==> config.mk <==
export PLATFORM = sky130hd
export DESIGN_NAME = sdh_stat_irq
export DESIGN_NICKNAME = d
export VERILOG_FILES = /design/src/rtl/sdh_stat_pkg.sv /design/src/rtl/sdh_sticky_bank.sv /design/src/rtl/sdh_crc_code.sv /design/src/rtl/sdh_en_reg.sv /design/src/rtl/sdh_irq_gen.sv /design/src/rtl/sdh_stat_irq.sv
export SDC_FILE = /design/constraint.sdc
export NUM_CORES = 1
export LEC_CHECK = 0
export BUFFER_PORTS_ARGS = -buffer_cell sky130_fd_sc_hd__buf_2
export CAP_MARGIN = 40
export CORE_MARGIN = 2
export CORE_UTILIZATION = 38
export DETAILED_ROUTE_END_ITERATION = 10
export GPL_ROUTABILITY_DRIVEN = 0
export HOLD_SLACK_MARGIN = 0.1
export MAX_ROUTING_LAYER = met4
export PLACE_DENSITY = 0.75
export RECOVER_POWER = 100
export SKIP_CTS_REPAIR_TIMING = 1
export SYNTH_ARGS = -nofsm -noshare
export SYNTH_HDL_FRONTEND = slang
export SYNTH_SLANG_ARGS = --single-unit
==> constraint.sdc <==
create_clock -name clk -period 1 [get_ports clk]
set_input_delay 0.1 -clock clk [delete_from_list [all_inputs] [get_ports clk]]
set_output_delay 0.1 -clock clk [all_outputs]
set_load 0.005 [all_outputs]
==> src/rtl/sdh_stat_pkg.sv <==
package sdh_stat_pkg;
  localparam int unsigned WORD_W = 32;

  // status positions
  localparam int unsigned S_CARD_IN   = 31;
  localparam int unsigned S_CARD_OUT  = 30;
  localparam int unsigned S_SDIO      = 14;
  localparam int unsigned S_CMD_DONE  = 13;
  localparam int unsigned S_WR_DONE   = 12;
  localparam int unsigned S_RD_DONE   = 11;
  localparam int unsigned S_CODE_LO   = 9;
  localparam int unsigned S_BUF_RD    = 7;
  localparam int unsigned S_BUF_WR    = 6;
  localparam int unsigned S_RESP_CRC  = 5;
  localparam int unsigned S_RD_CRC    = 3;
  localparam int unsigned S_WR_CRC    = 2;
  localparam int unsigned S_RESP_TMO  = 1;
  localparam int unsigned S_RD_TMO    = 0;

  localparam logic [WORD_W-1:0] ERR_MASK    = 32'h0000_002F;
  localparam logic [WORD_W-1:0] STICKY_MASK = 32'hC000_7800 | ERR_MASK;

  // enable positions
  localparam int unsigned E_CARD_IN  = 15;
  localparam int unsigned E_CARD_OUT = 14;
  localparam int unsigned E_SDIO     = 13;
  localparam int unsigned E_BUF_RD   = 4;
  localparam int unsigned E_BUF_WR   = 3;
  localparam int unsigned E_CMD      = 2;
  localparam int unsigned E_WR       = 1;
  localparam int unsigned E_RD       = 0;
  localparam logic [WORD_W-1:0] EN_WR_MASK = 32'h0007_F01F;

  localparam int unsigned N_SRC = 8;

  // Per-source pending terms; errors fold into the completion they end.
  function automatic logic [N_SRC-1:0] irq_terms(input logic [WORD_W-1:0] st,
                                                 input logic [WORD_W-1:0] en);
    logic [N_SRC-1:0] t;
    t[0] = st[S_CARD_IN]  & en[E_CARD_IN];
    t[1] = st[S_CARD_OUT] & en[E_CARD_OUT];
    t[2] = st[S_SDIO]     & en[E_SDIO];
    t[3] = (st[S_CMD_DONE] | st[S_RESP_CRC] | st[S_RESP_TMO]) & en[E_CMD];
    t[4] = (st[S_WR_DONE] | st[S_WR_CRC]) & en[E_WR];
    t[5] = (st[S_RD_DONE] | st[S_RD_CRC] | st[S_RD_TMO]) & en[E_RD];
    t[6] = st[S_BUF_RD]   & en[E_BUF_RD];
    t[7] = st[S_BUF_WR]   & en[E_BUF_WR];
    return t;
  endfunction

  // Sticky next state: clear first, then set, so a coincident set wins.
  function automatic logic sticky_next(input logic cur, input logic set,
                                       input logic clr);
    return (cur & ~clr) | set;
  endfunction
endpackage

==> src/rtl/sdh_sticky_bank.sv <==
module sdh_sticky_bank #(
  parameter int unsigned W = 32,
  parameter logic [W-1:0] MASK = '1
) (
  input  logic         clk,
  input  logic         rst_n,
  input  logic [W-1:0] set_vec,
  input  logic [W-1:0] clr_vec,
  output logic [W-1:0] q
);
  import sdh_stat_pkg::*;

  for (genvar i = 0; i < W; i++) begin : g_bit
    always_ff @(posedge clk or negedge rst_n) begin
      if (!rst_n)
        q[i] <= 1'b0;
      else if (MASK[i])
        q[i] <= sticky_next(q[i], set_vec[i], clr_vec[i]);
      else
        q[i] <= 1'b0;
    end
  end
endmodule

==> src/rtl/sdh_crc_code.sv <==
module sdh_crc_code #(
  parameter int unsigned CW = 2
) (
  input  logic          clk,
  input  logic          rst_n,
  input  logic          capture,
  input  logic [CW-1:0] code_in,
  input  logic          drop,
  output logic [CW-1:0] code_q
);
  always_ff @(posedge clk or negedge rst_n) begin
    if (!rst_n)       code_q <= '0;
    else if (capture) code_q <= code_in;
    else if (drop)    code_q <= '0;
  end
endmodule

==> src/rtl/sdh_en_reg.sv <==
module sdh_en_reg #(
  parameter int unsigned W = 32,
  parameter logic [W-1:0] WMASK = '1
) (
  input  logic         clk,
  input  logic         rst_n,
  input  logic         wr,
  input  logic [W-1:0] wdata,
  output logic [W-1:0] q
);
  always_ff @(posedge clk or negedge rst_n) begin
    if (!rst_n)  q <= '0;
    else if (wr) q <= wdata & WMASK;
  end
endmodule

==> src/rtl/sdh_irq_gen.sv <==
module sdh_irq_gen #(
  parameter int unsigned W = 32
) (
  input  logic         clk,
  input  logic         rst_n,
  input  logic [W-1:0] stat,
  input  logic [W-1:0] en,
  output logic         irq
);
  import sdh_stat_pkg::*;

  logic [N_SRC-1:0] terms;
  assign terms = irq_terms(stat, en);

  always_ff @(posedge clk or negedge rst_n) begin
    if (!rst_n) irq <= 1'b0;
    else        irq <= |terms;
  end
endmodule

==> src/rtl/sdh_stat_irq.sv <==
module sdh_stat_irq
  import sdh_stat_pkg::*;
#(
  parameter int unsigned DW = WORD_W,
  parameter int unsigned CODE_W = 2
) (
  input  logic              clk,
  input  logic              rst_n,
  input  logic              reg_wr,
  input  logic              reg_sel,
  input  logic [DW-1:0]     reg_wdata,
  output logic [DW-1:0]     reg_rdata,
  input  logic              ev_card_in,
  input  logic              ev_card_out,
  input  logic              ev_sdio,
  input  logic              ev_cmd_done,
  input  logic              ev_wr_done,
  input  logic              ev_rd_done,
  input  logic              ev_resp_crc_err,
  input  logic              ev_rd_crc_err,
  input  logic              ev_wr_crc_err,
  input  logic              ev_resp_tmo,
  input  logic              ev_rd_tmo,
  input  logic [CODE_W-1:0] wr_crc_code,
  input  logic              buf_rd_rdy,
  input  logic              buf_wr_rdy,
  output logic              irq
);
  // named internal events
  logic [DW-1:0]     ev_vec;
  logic [DW-1:0]     clr_vec;
  logic              stat_wr;
  logic              en_wr;
  logic              code_drop;
  logic [DW-1:0]     sticky_q;
  logic [DW-1:0]     en_q;
  logic [DW-1:0]     stat_rd;
  logic [CODE_W-1:0] code_q;
  logic [1:0]        lvl_q;

  assign stat_wr = reg_wr & ~reg_sel;
  assign en_wr   = reg_wr &  reg_sel;
  assign clr_vec = stat_wr ? reg_wdata : '0;

  always_comb begin
    ev_vec              = '0;
    ev_vec[S_CARD_IN]   = ev_card_in;
    ev_vec[S_CARD_OUT]  = ev_card_out;
    ev_vec[S_SDIO]      = ev_sdio;
    ev_vec[S_CMD_DONE]  = ev_cmd_done;
    ev_vec[S_WR_DONE]   = ev_wr_done;
    ev_vec[S_RD_DONE]   = ev_rd_done;
    ev_vec[S_RESP_CRC]  = ev_resp_crc_err;
    ev_vec[S_RD_CRC]    = ev_rd_crc_err;
    ev_vec[S_WR_CRC]    = ev_wr_crc_err;
    ev_vec[S_RESP_TMO]  = ev_resp_tmo;
    ev_vec[S_RD_TMO]    = ev_rd_tmo;
  end

  sdh_sticky_bank #(.W(DW), .MASK(STICKY_MASK)) u_sticky (
    .clk     (clk),
    .rst_n   (rst_n),
    .set_vec (ev_vec),
    .clr_vec (clr_vec),
    .q       (sticky_q)
  );

  assign code_drop = clr_vec[S_WR_CRC];

  sdh_crc_code #(.CW(CODE_W)) u_code (
    .clk     (clk),
    .rst_n   (rst_n),
    .capture (ev_wr_crc_err),
    .code_in (wr_crc_code),
    .drop    (code_drop),
    .code_q  (code_q)
  );

  // buffer level flags: sampled, never cleared by software
  always_ff @(posedge clk or negedge rst_n) begin
    if (!rst_n) lvl_q <= '0;
    else        lvl_q <= {buf_rd_rdy, buf_wr_rdy};
  end

  sdh_en_reg #(.W(DW), .WMASK(EN_WR_MASK)) u_en (
    .clk   (clk),
    .rst_n (rst_n),
    .wr    (en_wr),
    .wdata (reg_wdata),
    .q     (en_q)
  );

  always_comb begin
    stat_rd = sticky_q;
    stat_rd[S_BUF_RD] = lvl_q[1];
    stat_rd[S_BUF_WR] = lvl_q[0];
    stat_rd[S_CODE_LO +: CODE_W] = code_q;
  end

  assign reg_rdata = reg_sel ? en_q : stat_rd;

  sdh_irq_gen #(.W(DW)) u_irq (
    .clk   (clk),
    .rst_n (rst_n),
    .stat  (stat_rd),
    .en    (en_q),
    .irq   (irq)
  );
endmodule

After elaboration in Yosys (flattened, before gate mapping)
Index checks and enable logic that the tools add are counted.
{"block": "totals", "out_inout_bits": 33, "ff_bits": 28}
{"block": "classes", "reduce_logical": 2, "mux": 4, "bitwise_logic": 49}
{"operator": "$mux W32", "n": 2}
{"operator": "$and A1 B1 Y1", "n": 21}
{"operator": "$or A1 B1 Y1", "n": 16}
{"operator": "$not A1 Y1", "n": 12}
{"operator": "$reduce_or A8 Y1", "n": 1}
{"operator": "$mux W2", "n": 2}
{"operator": "$reduce_bool A2 Y1", "n": 1}

Depth between registers and ports, before layout
{"block": "logic_depth", "depth_word": 6, "ltp_mapped": 4}

Modules after synthesis
A second synthesis with hierarchy kept.
{"block": "hier_totals", "hier_cells": 195, "hier_area_um2": 2185.8}
{"mod": "sdh_stat_irq", "n_inst": 1, "area_each_um2": 829.5, "seq_area_each_um2": 50.0, "cells_per_inst": 78}
{"mod": "sdh_en_reg", "n_inst": 1, "area_each_um2": 638.1, "seq_area_each_um2": 300.3, "cells_per_inst": 46}
{"mod": "sdh_sticky_bank", "n_inst": 1, "area_each_um2": 560.5, "seq_area_each_um2": 275.3, "cells_per_inst": 55}
{"mod": "sdh_crc_code", "n_inst": 1, "area_each_um2": 83.8, "seq_area_each_um2": 50.0, "cells_per_inst": 8}
{"mod": "sdh_irq_gen", "n_inst": 1, "area_each_um2": 73.8, "seq_area_each_um2": 25.0, "cells_per_inst": 8}

Worst setup path after synthesis
No wires, ideal clock.
{"block": "synth_path", "kind": "reg2reg", "from": "reg u_en.q[14]", "to": "reg u_irq.irq", "required_time_ns": 0.866, "n_path_buf": 0, "t_arrival_ns": 0.898, "slack_ns": -0.031, "stages_incl_launch_ff": 4, "cell_sequence": "dfrtp_1 > a222oi_1 > and3_1 > nand3_1"}
{"block": "synth_via", "elab_chain_len": 2}
{"item": "start, declared", "line_no": "sdh_en_reg.sv:9", "text": "output logic [W-1:0] q"}
{"item": "start signal, assigned", "line_no": "sdh_en_reg.sv:13", "text": "else if (wr) q <= wdata & WMASK;"}
{"item": "$and A1 B1 Y1", "line_no": "sdh_stat_pkg.sv:41", "text": "t[1] = st[S_CARD_OUT] & en[E_CARD_OUT];"}
{"item": "$reduce_or A8 Y1", "line_no": "sdh_irq_gen.sv:17", "text": "else irq <= |terms;"}
{"item": "end signal, assigned", "line_no": "sdh_irq_gen.sv:17"}
{"item": "end, declared", "line_no": "sdh_irq_gen.sv:8", "text": "output logic irq"}
Every way passes these cells.
A chain may end at the register's enable or synchronous reset.

Worst setup path in the final report
{"block": "layout_path", "from": "reg u_sticky.q[12]", "to": "out reg_rdata[12]"}
{"block": "layout_via", "elab_chain_len": 1}
{"item": "start, declared", "line_no": "sdh_sticky_bank.sv:9", "text": "output logic [W-1:0] q"}
{"item": "start signal, assigned by index", "line_no": "sdh_sticky_bank.sv:18", "text": "q[i] <= sticky_next(q[i], set_vec[i], clr_vec[i]);"}
{"item": "$mux W32", "line_no": "sdh_stat_irq.sv:100", "text": "assign reg_rdata = reg_sel ? en_q : stat_rd;"}
{"item": "end, declared", "line_no": "sdh_stat_irq.sv:12", "text": "output logic [DW-1:0] reg_rdata,"}
Every way passes these cells.

==> qor.yml <==
timing:
  fin_crit_sh_pct: 135
  maxSlewViolCount: 0
  skew_ns: 0.00302
  grt_setup_unrepaired: "yes"
  setup_tns_ns: -3.51
  setup_viol: 22
  setup_ws_ns: -0.350
  max_freq_mhz: 741
  worstMarginPinSlew_ns: 0.628
  maxSlewHeadroom_pct: 58.1
  period_needed_ns: 1.35
  hold_violations: 0
power_and_ir_drop:
  vdd.ir_drop.worst_mv: 1.04
  leakagePower_nw: 1.11
  fin_total_pwr_mw: 2.65
  p_per_area_mw_per_mm2: 1170
floorplan:
  dieArea_mm2: 0.00409
  initial_core_util_pct: 40.3
  die_w_um: 64.0
  num_rows: 21
  coreArea_mm2: 0.00339
  die_y_um: 64.0
  io_pins: 84
clocking:
  cts_buffers: 3
  h-tree-depth: 1
  cts_tree: "done"
  clockBufferDepth: 2
  cts.clk_slew.worst_paths_ns: 0.15
  cts_sinks: 28
  insertion_delay_ns: 0.33
  root_buffer: "clkbuf_4"
detailed_routing:
  routedWlPerCell_um: 13.2
  drtAntennaViolNets: 0
  post-route-drc-count: 0
  wirelength_mm: 3.65
  drt_iter0_markers: 41
  vias: 1224
  dr.pass1.iters: 6
  viasPerCell: 4.43
cells_and_area:
  seqCellArea_um2: 701
  area_delta_synth_final_pct: 66.1
  fill_cells: 256
  antenna_cells: 0
  drive_gt1_share_pct: 46.1
  fin_util_pct: 67.0
  final_nets: 282
  multiInputGateArea_um2: 613
worst_setup_path:
  path_cells: "buf_6 > mux2_4 > buf_6"
  cp_data_required_time_ns: 0.90
  start_kind: "flop"
  ff2ff_setup_slack_ns: -0.16
  r2r_start: "u_en.q[3]$_DFFE_PN0P_"
  regToRegEndpoint: "u_irq.irq$_DFF_PN0_"
  critPathMaxFanout: 2
  cp_data_arrival_time_ns: 1.25
  critical_path_class: "reg2out"
  max_stage_delay_ns: 0.42
  path_buf_inv: 2
  worst_path_max_delay_cell: "dfrtp_1"
  timing.critical_path.mode_cell: "buf_6"
  crit_family: "flip-flops"
  critPathCaptureType: "primary output"
  ff2ff_path_depth: 4
synthesis:
  synth_edf_count: 0
  ys_warn_count: 0
  ys_async_sr_fraction_pct: 100
  syn_avg_cell_area_um2: 12.0
  synth_top_area_cell: "dfrtp_1"
  postSynthCellCount: 114
  yosysMostFrequentCell: "dfrtp_1"
  yosys-top-cells-area: "dfrtp_1 51%, mux2_4 11%, mux2_2 7.4%"
  synthTopCellsByCount: "28 x dfrtp_1, 14 x nand2_1, 12 x buf_4"
  syn_area_mm2: 0.00137
  synthFlopType: "dfrtp_1"
  ys_types: 20
  ys_ff_latch: 28
  synth_top_area_share_pct: 51.3
  synth-seq-area-share_pct: 51.3
hold_path:
  hold_depth: 3
  hold_class: "in2reg"
  whs_endpoint: "u_sticky.q[2]$_DFF_PN0_"
  hp-start: "reg_wr"
global_route:
  grt_max_degree: 29
  antenna_found_initial: 0
  grt.total_usage_pct: 15.2
  grt-ovfl-total: 0
  grt_pass1_wl_mm: 4.70
  grt_pass1_vias: 990
run_status:
  outcome: "complete, but fails checks"
  violations: "setup timing"
flow_run:
  max_cap_viol_count: 0
placed_design:
  dpl.hpwl_mm: 2.36
  io_buffers: 55
cells by family (layout without fill, tap and decap cells):
group | count (synthesis) | in the layout | share of synthesized area (%)
and+or+nand+nor | 32 | 32 | 12.1
other | 1 | 12 | 0.274
muxes | 19 | 19 | 18.4
DFF | 28 | 28 | 51.3
AOI/OAI and AO/OA | 18 | 18 | 9.52
buffers and inverters | 16 | 121 | 8.42
sequential cells by signal (all words and copies together), names as in the netlist:
name           count
u_code.code_q      2
lvl_q              2
u_en.q            12
u_irq.irq          1
u_sticky.q        11
metrics by stage:
| step | hold slack (ns) | setup WS [ns] | instance area [um^2] | cells |
|---|---|---|---|---|
| after floorplan | -0.196 | -0.0281 | 1410 | 125 |
| after global placement | 0.0572 | -0.109 | 1740 | 224 |
| after detailed placement | 0.0574 | -0.151 | 1740 | 224 |
| after CTS | -0.320 | -0.352 | 1780 | 228 |
| after global routing | 0.141 | -0.405 | 2270 | 276 |
| final | 0.155 | -0.350 | 2270 | 276 |
tightest hold or removal path, delay by kind of cell:
| family | cells | cell delay (ns) |
|---|---|---|
| AND/OR/NAND/NOR | 1 | 0.12 |
| buffers and inverters | 1 | 0.12 |
| AO/OA/AOI/OAI | 1 | 0.12 |
cell usage in the layout (no fill, tap or decap), types with 2 or more instances in the layout:
master	instances
mux2_1	5
o31ai_1	2
and2_1	4
buf_2	49
buf_6	9
mux2_2	5
nor2b_1	6
clkbuf_4	4
dlygate4sd3_1	32
a21o_1	11
dfrtp_1	28
o21ai_0	3
conb_1	12
nor2b_4	3
buf_4	24
clkbuf_1	2
nand2_1	14
mux2_4	9
worst max path at each step:
stage | slack, ns | endpoint | start | cells after the start
6_report | -0.35 | reg_rdata[12] | u_sticky.q[12]$_DFF_PN0_ | 3
3_3_place_gp | -0.11 | u_irq.irq$_DFF_PN0_ | u_sticky.q[30]$_DFF_PN0_ | 3
3_5_place_dp | -0.15 | u_irq.irq$_DFF_PN0_ | u_sticky.q[30]$_DFF_PN0_ | 3
2_1_floorplan | -0.03 | u_irq.irq$_DFF_PN0_ | u_sticky.q[30]$_DFF_PN0_ | 3
4_1_cts | -0.35 | reg_rdata[14] | u_en.q[14]$_DFFE_PN0P_ | 3
5_1_grt | -0.40 | reg_rdata[12] | u_sticky.q[12]$_DFF_PN0_ | 3
metal layers:
metal / GRT usage [%] / up-vias / share of wire, %
met1: 19.0 / 583 / 41
met2: 26.2 / 44 / 54
met3: 4.23 / 2 / 4.6
li1: - / 595 / -
met5: - / - / 0
met4: 0 / 0 / 0.33
layout make-up:
cell class	count	share of cell area (%)
Multi-Input combinational cell	81	27.0
Sequential cell	28	30.9
Tap cell	46	2.54
Clock buffer	4	1.60
Timing Repair Buffer	117	38.0
where the power goes:
part           total [mW]  leakage [nW]  internal (mW)  switching [mW]
clock               0.564        0.0210          0.223           0.340
sequential           1.31         0.302           1.24          0.0739
combinational       0.776         0.792          0.510           0.266
total                2.65          1.11           1.97           0.681
No activity file was read; power rests on OpenSTA's default activity.
